File: config.mk
export PLATFORM = sky130hd
export DESIGN_NAME = pbus_bridge
export DESIGN_NICKNAME = d
export VERILOG_FILES = /design/src/rtl/pbus_pkg.sv /design/src/rtl/pbus_decode.sv /design/src/rtl/pbus_addr_hold.sv /design/src/rtl/pbus_wr_strobe.sv /design/src/rtl/pbus_rd_capture.sv /design/src/rtl/pbus_bridge.sv
export SDC_FILE = /design/constraint.sdc
export NUM_CORES = 1
export LEC_CHECK = 0
export ABC_CLOCK_PERIOD_IN_PS = 2100
export BUFFER_PORTS_ARGS = -buffer_cell sky130_fd_sc_hd__buf_2
export CORE_MARGIN = 2
export CORE_UTILIZATION = 37
export DETAILED_ROUTE_END_ITERATION = 7
export HOLD_SLACK_MARGIN = 0.02
export PLACE_DENSITY = 0.72
export SYNTH_ARGS = -nofsm -noshare
export SYNTH_HDL_FRONTEND = slang
export SYNTH_SLANG_ARGS = --single-unit
File: constraint.sdc
create_clock -name clk -period 2.1 [get_ports clk]
set_input_delay 0.105 -clock clk [delete_from_list [all_inputs] [get_ports clk]]
set_output_delay 0.105 -clock clk [all_outputs]
set_load 0.05 [all_outputs]
File: src/rtl/pbus_pkg.sv
// Shared types for the byte peripheral bridge.
// Assumes: each processor request lasts a single cycle.
package pbus_pkg;

    // Classified access for the current cycle
    typedef enum logic [1:0] {
        ACC_IDLE    = 2'd0,  // nothing reaches the peripheral side
        ACC_READ    = 2'd1,  // in-window read: move address, capture byte
        ACC_WRITE   = 2'd2,  // in-window write with its lane strobe set
        ACC_ZERO_RD = 2'd3   // out-of-window read: return zero
    } acc_kind_e;

endpackage

File: src/rtl/pbus_decode.sv
// Window decoder and access classifier.
// What it does: checks whether the address falls inside the aligned window
// and sorts the request into one access kind. A write wins over a read.
// Assumes: WIN_BASE is aligned to 2**EXT_AW and DATA_W is a multiple of 8.
module pbus_decode
    import pbus_pkg::*;
#(
    parameter int              ADDR_W   = 32,
    parameter int              DATA_W   = 32,
    parameter int              EXT_AW   = 10,
    parameter logic [ADDR_W-1:0] WIN_BASE = 32'h8000_0000
) (
    input  logic [ADDR_W-1:0]      addr,
    input  logic [DATA_W/8-1:0]    be,
    input  logic                   rd,
    input  logic                   wr,
    output logic                   hit,
    output logic [EXT_AW-1:0]      offset,
    output logic [$clog2(DATA_W/8)-1:0] lane,
    output acc_kind_e              kind
);
    localparam int LANES  = DATA_W / 8;
    localparam int LANE_W = $clog2(LANES);

    // Compare the upper address bits against the window base
    always_comb begin
        hit    = (addr[ADDR_W-1:EXT_AW] == WIN_BASE[ADDR_W-1:EXT_AW]);
        offset = addr[EXT_AW-1:0];
        lane   = addr[LANE_W-1:0];
    end

    // Classify the request; a write wins and a masked write is dropped
    always_comb begin
        kind = ACC_IDLE;
        if (wr) begin
            if (hit && be[lane]) kind = ACC_WRITE;
        end else if (rd) begin
            kind = hit ? ACC_READ : ACC_ZERO_RD;
        end
    end

    // a write request never yields a read kind
    always_comb begin
        if (wr) a_r10_write_wins: assert (kind == ACC_IDLE || kind == ACC_WRITE);
    end
endmodule

File: src/rtl/pbus_addr_hold.sv
// Peripheral address register.
// What it does: loads the window offset on every in-window read or write
// and holds it otherwise, so a later read samples the addressed device.
// Assumes: kind comes from pbus_decode in the same cycle.
module pbus_addr_hold
    import pbus_pkg::*;
#(
    parameter int EXT_AW = 10
) (
    input  logic              clk,
    input  logic              rst_n,
    input  acc_kind_e         kind,
    input  logic [EXT_AW-1:0] offset,
    output logic [EXT_AW-1:0] addr_q
);
    // Move the address only on accesses that reach the bus
    always_ff @(posedge clk) begin
        if (!rst_n)
            addr_q <= '0;
        else if (kind == ACC_READ || kind == ACC_WRITE)
            addr_q <= offset;
    end

    // idle or zero-return accesses keep the held address
    a_r8_addr_kept: assert property (@(posedge clk) disable iff (!rst_n)
        (kind == ACC_IDLE || kind == ACC_ZERO_RD) |=> $stable(addr_q));
endmodule

File: src/rtl/pbus_wr_strobe.sv
// Write byte selector and output-enable generator.
// What it does: picks the byte lane named by the low address bits, registers
// it onto the data-out bus and raises the strobe for one clock.
// Assumes: kind is ACC_WRITE only when the lane strobe was set.
module pbus_wr_strobe
    import pbus_pkg::*;
#(
    parameter int DATA_W = 32
) (
    input  logic                           clk,
    input  logic                           rst_n,
    input  acc_kind_e                      kind,
    input  logic [$clog2(DATA_W/8)-1:0]    lane,
    input  logic [DATA_W-1:0]              wdata,
    output logic [7:0]                     dout_q,
    output logic                           oe_q
);
    localparam int LANES = DATA_W / 8;

    logic [7:0] lane_byte [LANES];
    logic [7:0] pick;

    // Split the store word into its byte lanes
    for (genvar g = 0; g < LANES; g++) begin : g_lane
        assign lane_byte[g] = wdata[8*g +: 8];
    end

    // Select the lane addressed by the low address bits
    always_comb pick = lane_byte[lane];

    // Register data and a single-clock strobe
    always_ff @(posedge clk) begin
        if (!rst_n) begin
            dout_q <= '0;
            oe_q   <= 1'b0;
        end else begin
            oe_q <= (kind == ACC_WRITE);
            if (kind == ACC_WRITE) dout_q <= pick;
        end
    end

    // a write presents the selected byte next cycle
    a_r3_byte_out: assert property (@(posedge clk) disable iff (!rst_n)
        (kind == ACC_WRITE) |=> (oe_q && dout_q == $past(pick)));
    // no write means the data bus holds
    a_r6_dout_kept: assert property (@(posedge clk) disable iff (!rst_n)
        (kind != ACC_WRITE) |=> ($stable(dout_q) && !oe_q));
endmodule

File: src/rtl/pbus_rd_capture.sv
// Read-return register.
// What it does: on an in-window read it samples the peripheral byte and
// places it in the addressed lane with the other lanes zero. An out-of-window
// read clears the word. All other cycles hold it.
// Assumes: din reflects the address held before the current access.
module pbus_rd_capture
    import pbus_pkg::*;
#(
    parameter int DATA_W = 32
) (
    input  logic                           clk,
    input  logic                           rst_n,
    input  acc_kind_e                      kind,
    input  logic [$clog2(DATA_W/8)-1:0]    lane,
    input  logic [7:0]                     din,
    output logic [DATA_W-1:0]              rdata_q
);
    localparam int LANES = DATA_W / 8;

    logic [DATA_W-1:0] placed;
    logic [LANES-1:0]  lane_nz;

    // Build the returned word lane by lane
    for (genvar g = 0; g < LANES; g++) begin : g_place
        assign placed[8*g +: 8] = (lane == g) ? din : 8'h00;
        assign lane_nz[g]       = |rdata_q[8*g +: 8];
    end

    // Capture on reads, clear on missing reads, hold otherwise
    always_ff @(posedge clk) begin
        if (!rst_n)
            rdata_q <= '0;
        else if (kind == ACC_READ)
            rdata_q <= placed;
        else if (kind == ACC_ZERO_RD)
            rdata_q <= '0;
    end

    // after a read at most one lane carries data
    a_r7_one_lane: assert property (@(posedge clk) disable iff (!rst_n)
        (kind == ACC_READ) |=> $onehot0(lane_nz));
endmodule

File: src/rtl/pbus_bridge.sv
// Top of the handshake-free byte peripheral bridge.
// What it does: decodes one window, forwards byte writes with a one-clock
// strobe and returns reads through the two-read scheme (the address moves
// on the first read, and the byte is collected on a later one).
// Assumes: single-cycle requests, and a device that drives pb_din from
// pb_addr without a handshake.
module pbus_bridge
    import pbus_pkg::*;
#(
    parameter int                ADDR_W   = 32,
    parameter int                DATA_W   = 32,
    parameter int                EXT_AW   = 10,
    parameter logic [ADDR_W-1:0] WIN_BASE = 32'h8000_0000
) (
    input  logic                clk,
    input  logic                rst_n,
    input  logic [ADDR_W-1:0]   cpu_addr,
    input  logic [DATA_W-1:0]   cpu_wdata,
    input  logic [DATA_W/8-1:0] cpu_be,
    input  logic                cpu_rd,
    input  logic                cpu_wr,
    output logic [DATA_W-1:0]   cpu_rdata,
    output logic [EXT_AW-1:0]   pb_addr,
    output logic [7:0]          pb_dout,
    input  logic [7:0]          pb_din,
    output logic                pb_oe
);
    localparam int LANE_W = $clog2(DATA_W / 8);

    logic              hit;
    logic [EXT_AW-1:0] offset;
    logic [LANE_W-1:0] lane;
    acc_kind_e         kind;

    pbus_decode #(
        .ADDR_W(ADDR_W), .DATA_W(DATA_W), .EXT_AW(EXT_AW), .WIN_BASE(WIN_BASE)
    ) u_decode (
        .addr(cpu_addr), .be(cpu_be), .rd(cpu_rd), .wr(cpu_wr),
        .hit(hit), .offset(offset), .lane(lane), .kind(kind)
    );

    pbus_addr_hold #(.EXT_AW(EXT_AW)) u_addr (
        .clk(clk), .rst_n(rst_n), .kind(kind), .offset(offset), .addr_q(pb_addr)
    );

    pbus_wr_strobe #(.DATA_W(DATA_W)) u_wr (
        .clk(clk), .rst_n(rst_n), .kind(kind), .lane(lane),
        .wdata(cpu_wdata), .dout_q(pb_dout), .oe_q(pb_oe)
    );

    pbus_rd_capture #(.DATA_W(DATA_W)) u_rd (
        .clk(clk), .rst_n(rst_n), .kind(kind), .lane(lane),
        .din(pb_din), .rdata_q(cpu_rdata)
    );

    // the strobe only follows a write request
    a_r5_oe_after_write: assert property (@(posedge clk) disable iff (!rst_n)
        pb_oe |-> $past(cpu_wr));
    // an in-window write drives its offset with the strobe
    a_r3_write_addr: assert property (@(posedge clk) disable iff (!rst_n)
        (cpu_wr && hit && cpu_be[lane]) |=> (pb_oe && pb_addr == $past(cpu_addr[EXT_AW-1:0])));
    // misses leave the peripheral address alone
    a_r8_miss_addr: assert property (@(posedge clk) disable iff (!rst_n)
        ((cpu_rd || cpu_wr) && !hit) |=> ($stable(pb_addr) && !pb_oe));
    // a missing read returns zero
    a_r8_miss_zero: assert property (@(posedge clk) disable iff (!rst_n)
        (cpu_rd && !cpu_wr && !hit) |=> (cpu_rdata == '0));
    // read data holds unless a read alone was requested
    a_r9_rdata_hold: assert property (@(posedge clk) disable iff (!rst_n)
        (!cpu_rd || cpu_wr) |=> $stable(cpu_rdata));
endmodule

==> impl_metrics.ini <==
[outcome]
status = finished clean

[worst_setup_path]
critPathMaxFanout = 9
path_cells = buf_2, or4_4, nor4_4, mux2_1, ha_2, and3_1, a22oi_1, nor2b_1
critical_path.slowest_cell = or4_4
r2r_slack_ns = 1.41
crit_type = in2reg
worstSetupStartpoint = cpu_addr[18]
reg2reg_depth = 2
r2r-start = u_rd.rdata_q[6]
rr_endpoint = u_rd.rdata_q[6]
crit_end = u_rd.rdata_q[9]
arrival_ns = 2.08
end_kind = flop
cp-start-kind = primary input
cp.required_ns = 2.30
critPathMaxStageDelay_ns = 0.53

[hold_path]
min_path_type = in2reg

[sta]
setup_viol = 0
rsz0062_at_grt = no
setup_ws_ns = 0.229
fmax_ghz = 0.535
timing.final.crit_period_ns = 1.87
max_slew_margin_pct = 55.2
tightest_slew_ns = 0.671
fin_crit_sh_pct = 89.1
finClkSkew_ns = 0
hold_viol_final = 0
maxSlewViolCount = 0

[layout]
fillers = 561
nNetsFinal = 415
area_growth_pct = 36.6
final_core_util_pct = 52.4
antenna_cells = 0
drive_gt1_share_pct = 47.4

[synth]
synth_xor_area_share_pct = 0
synthMuxAreaShare_pct = 17.8
synth_area_per_cell_um2 = 11.1
synth_top_area_share_pct = 45.0
synth_compound_area_share_pct = 11.0
synth_area_leader_cell = dfxtp_1
synth_area_um2 = 2270
synthAdderAreaFrac_pct = 1.65
syn_nets = 288
synth_area_leaders = dfxtp_1 (45%), nor2b_1 (14%), mux4_2 (8.9%)
yosys_register_bits = 51
synth_top_family_by_area = simple AND/OR/NAND/NOR gates
syn_inst = 205
ys_seq_area_share_pct = 45.0
synthSimpleGateAreaFrac_pct = 20.9
synth_warnings = 0
synth_cell_types = 24

[routing]
drtIter0Drc = 123
dr_wl_met2_um = 2980
drt_pass1_iterations = 4
wl_met3_um = 619
drtAntennaViolNets = 0
vias = 2061
top_layer = met4
drc = 0
met1Wirelength_um = 2710
via_per_inst = 5.05
wl_um = 6370
wl_per_cell_um = 15.6

[clocking]
h-tree-depth = 2
clock_sinks = 51
cts_buffer_depth = 2
cts_hold_buf = 0
root_buffer = clkbuf_8
numCtsBuffers = 5
cts.clk_slew.worst_paths_ns = 0.09
cts_resized = 0
cts_tree = done
cts_setup_buffers = 0
worst_skew_pair.late_latency_ns = 0.30

[floorplanning]
initial_utilization_pct = 38.3
die_x_um = 82.3
rows = 28
pin_count = 131
die_height_um = 82.3
core_region_area_um2 = 5920
dieArea_um2 = 6780

[place]
gp_congestion = 0.781
io_buffers = 130
dpl.hpwl_um = 4770
place_ws_ns = -0.0858

[grt]
grt_usage_pct = 18.0
antenna_found_initial = 0
grt_overflow = 0
grt_pass1_wl_um = 9070
grt_max_degree = 52
grt_pass1_vias = 1830

[pwr]
ir_worst_vdd_uv = 297
power.leakage_nw = 1.43
power_mw = 1.95
power_density_nw_per_um2 = 627

[job]
maxCapViolations = 0
-- cell families (layout without fill, tap and decap cells) --
| family | Yosys count | in the layout |
|---|---|---|
| simple gates | 72 | 72 |
| compound gates | 32 | 32 |
| mux | 29 | 29 |
| flops | 51 | 51 |
| buf+inv | 18 | 146 |
| fa+ha+maj | 3 | 3 |
-- worst max-delay path: cells and delay by family --
kind	cells	cell delay, ns
buffers and inverters	1	0.10
adders and majority gates	1	0.24
AOI/OAI and AO/OA	1	0.17
and+or+nand+nor	4	1.09
muxes	1	0.36
-- cell usage in the layout, fill, tap and decap left out --
cell,instances
nor3b_2,1
clkbuf_8,5
and3_1,8
mux2i_1,19
nor2_1,1
dfxtp_1,51
a22oi_1,24
inv_2,1
a32oi_1,8
nor4_1,3
mux2_1,1
ha_1,2
clkinvlp_4,1
nor4b_1,1
mux4_2,9
buf_4,5
clkinv_2,1
nor4_4,1
clkbuf_1,1
or4_4,1
and2_1,2
nand2_1,1
nand4_1,1
ha_2,1
buf_12,2
buf_2,130
nor2b_1,52
-- layer usage --
layer / global-route usage [%] / vias up
met5: 0 / -
met4: 5.00 / 0
met3: 5.00 / 6
met2: 30.1 / 97
met1: 22.5 / 963
li1: - / 995
-- state kept, by name, summed over array words and instances, names as in the netlist --
register       cells
u_rd.rdata_q      32
u_wr.oe_q          1
u_wr.dout_q        8
u_addr.addr_q     10
-- cell type report --
type / count / area (um2) / share of cell area, %
tap: 75 / 93.8 / 3.03
timing repair buffer: 137 / 728 / 23.5
clock inverter: 2 / 12.5 / 0.404
inverter: 1 / 3.75 / 0.121
multi-input combinational: 136 / 1170 / 37.7
sequential: 51 / 1020 / 32.9
clock buffer: 6 / 72.6 / 2.34
-- per-stage QoR --
step           area (um2)  setup TNS (ns)  hold slack, ns  cells
2_1_floorplan        2280               0           0.233    205
3_3_place_gp         3020           -1.39           0.360    400
3_5_place_dp         3020           -2.05           0.366    400
4_1_cts              3100               0          0.0398    408
5_1_grt              3100               0          0.0529    408
6_report             3100               0          0.0520    408
-- worst min-delay path by stage --
stage,from,to,slack (ns),cells after the start
final,cpu_addr[4],u_addr.addr_q[4],0.05,3
after global routing,cpu_addr[8],u_addr.addr_q[8],0.05,3
after CTS,cpu_addr[4],u_addr.addr_q[4],0.04,3
after detailed placement,cpu_addr[2],u_addr.addr_q[2],0.37,3
after global placement,cpu_addr[4],u_addr.addr_q[4],0.36,3
after floorplan,rst_n,u_rd.rdata_q[24],0.23,1
-- synthesized netlist by cell type, drive strengths merged --
cell,n
ha,3
a32oi,8
mux4,9
and3,8
nand4,1
mux2i,19
dfxtp,51
mux2,1
clkbuf,10
and2,2
or4,1
nor2,1
buf,7
nand2,1
nor2b,52
a22oi,24
nor4,4
nor4b,1
nor3b,1
inv,1
-- where the power goes --
part,total [mW],switching [mW],internal [mW]
sequential,1.00,0.0117,0.992
clock,0.560,0.326,0.234
combinational,0.381,0.215,0.166
No activity file was read; power rests on OpenSTA's default activity.
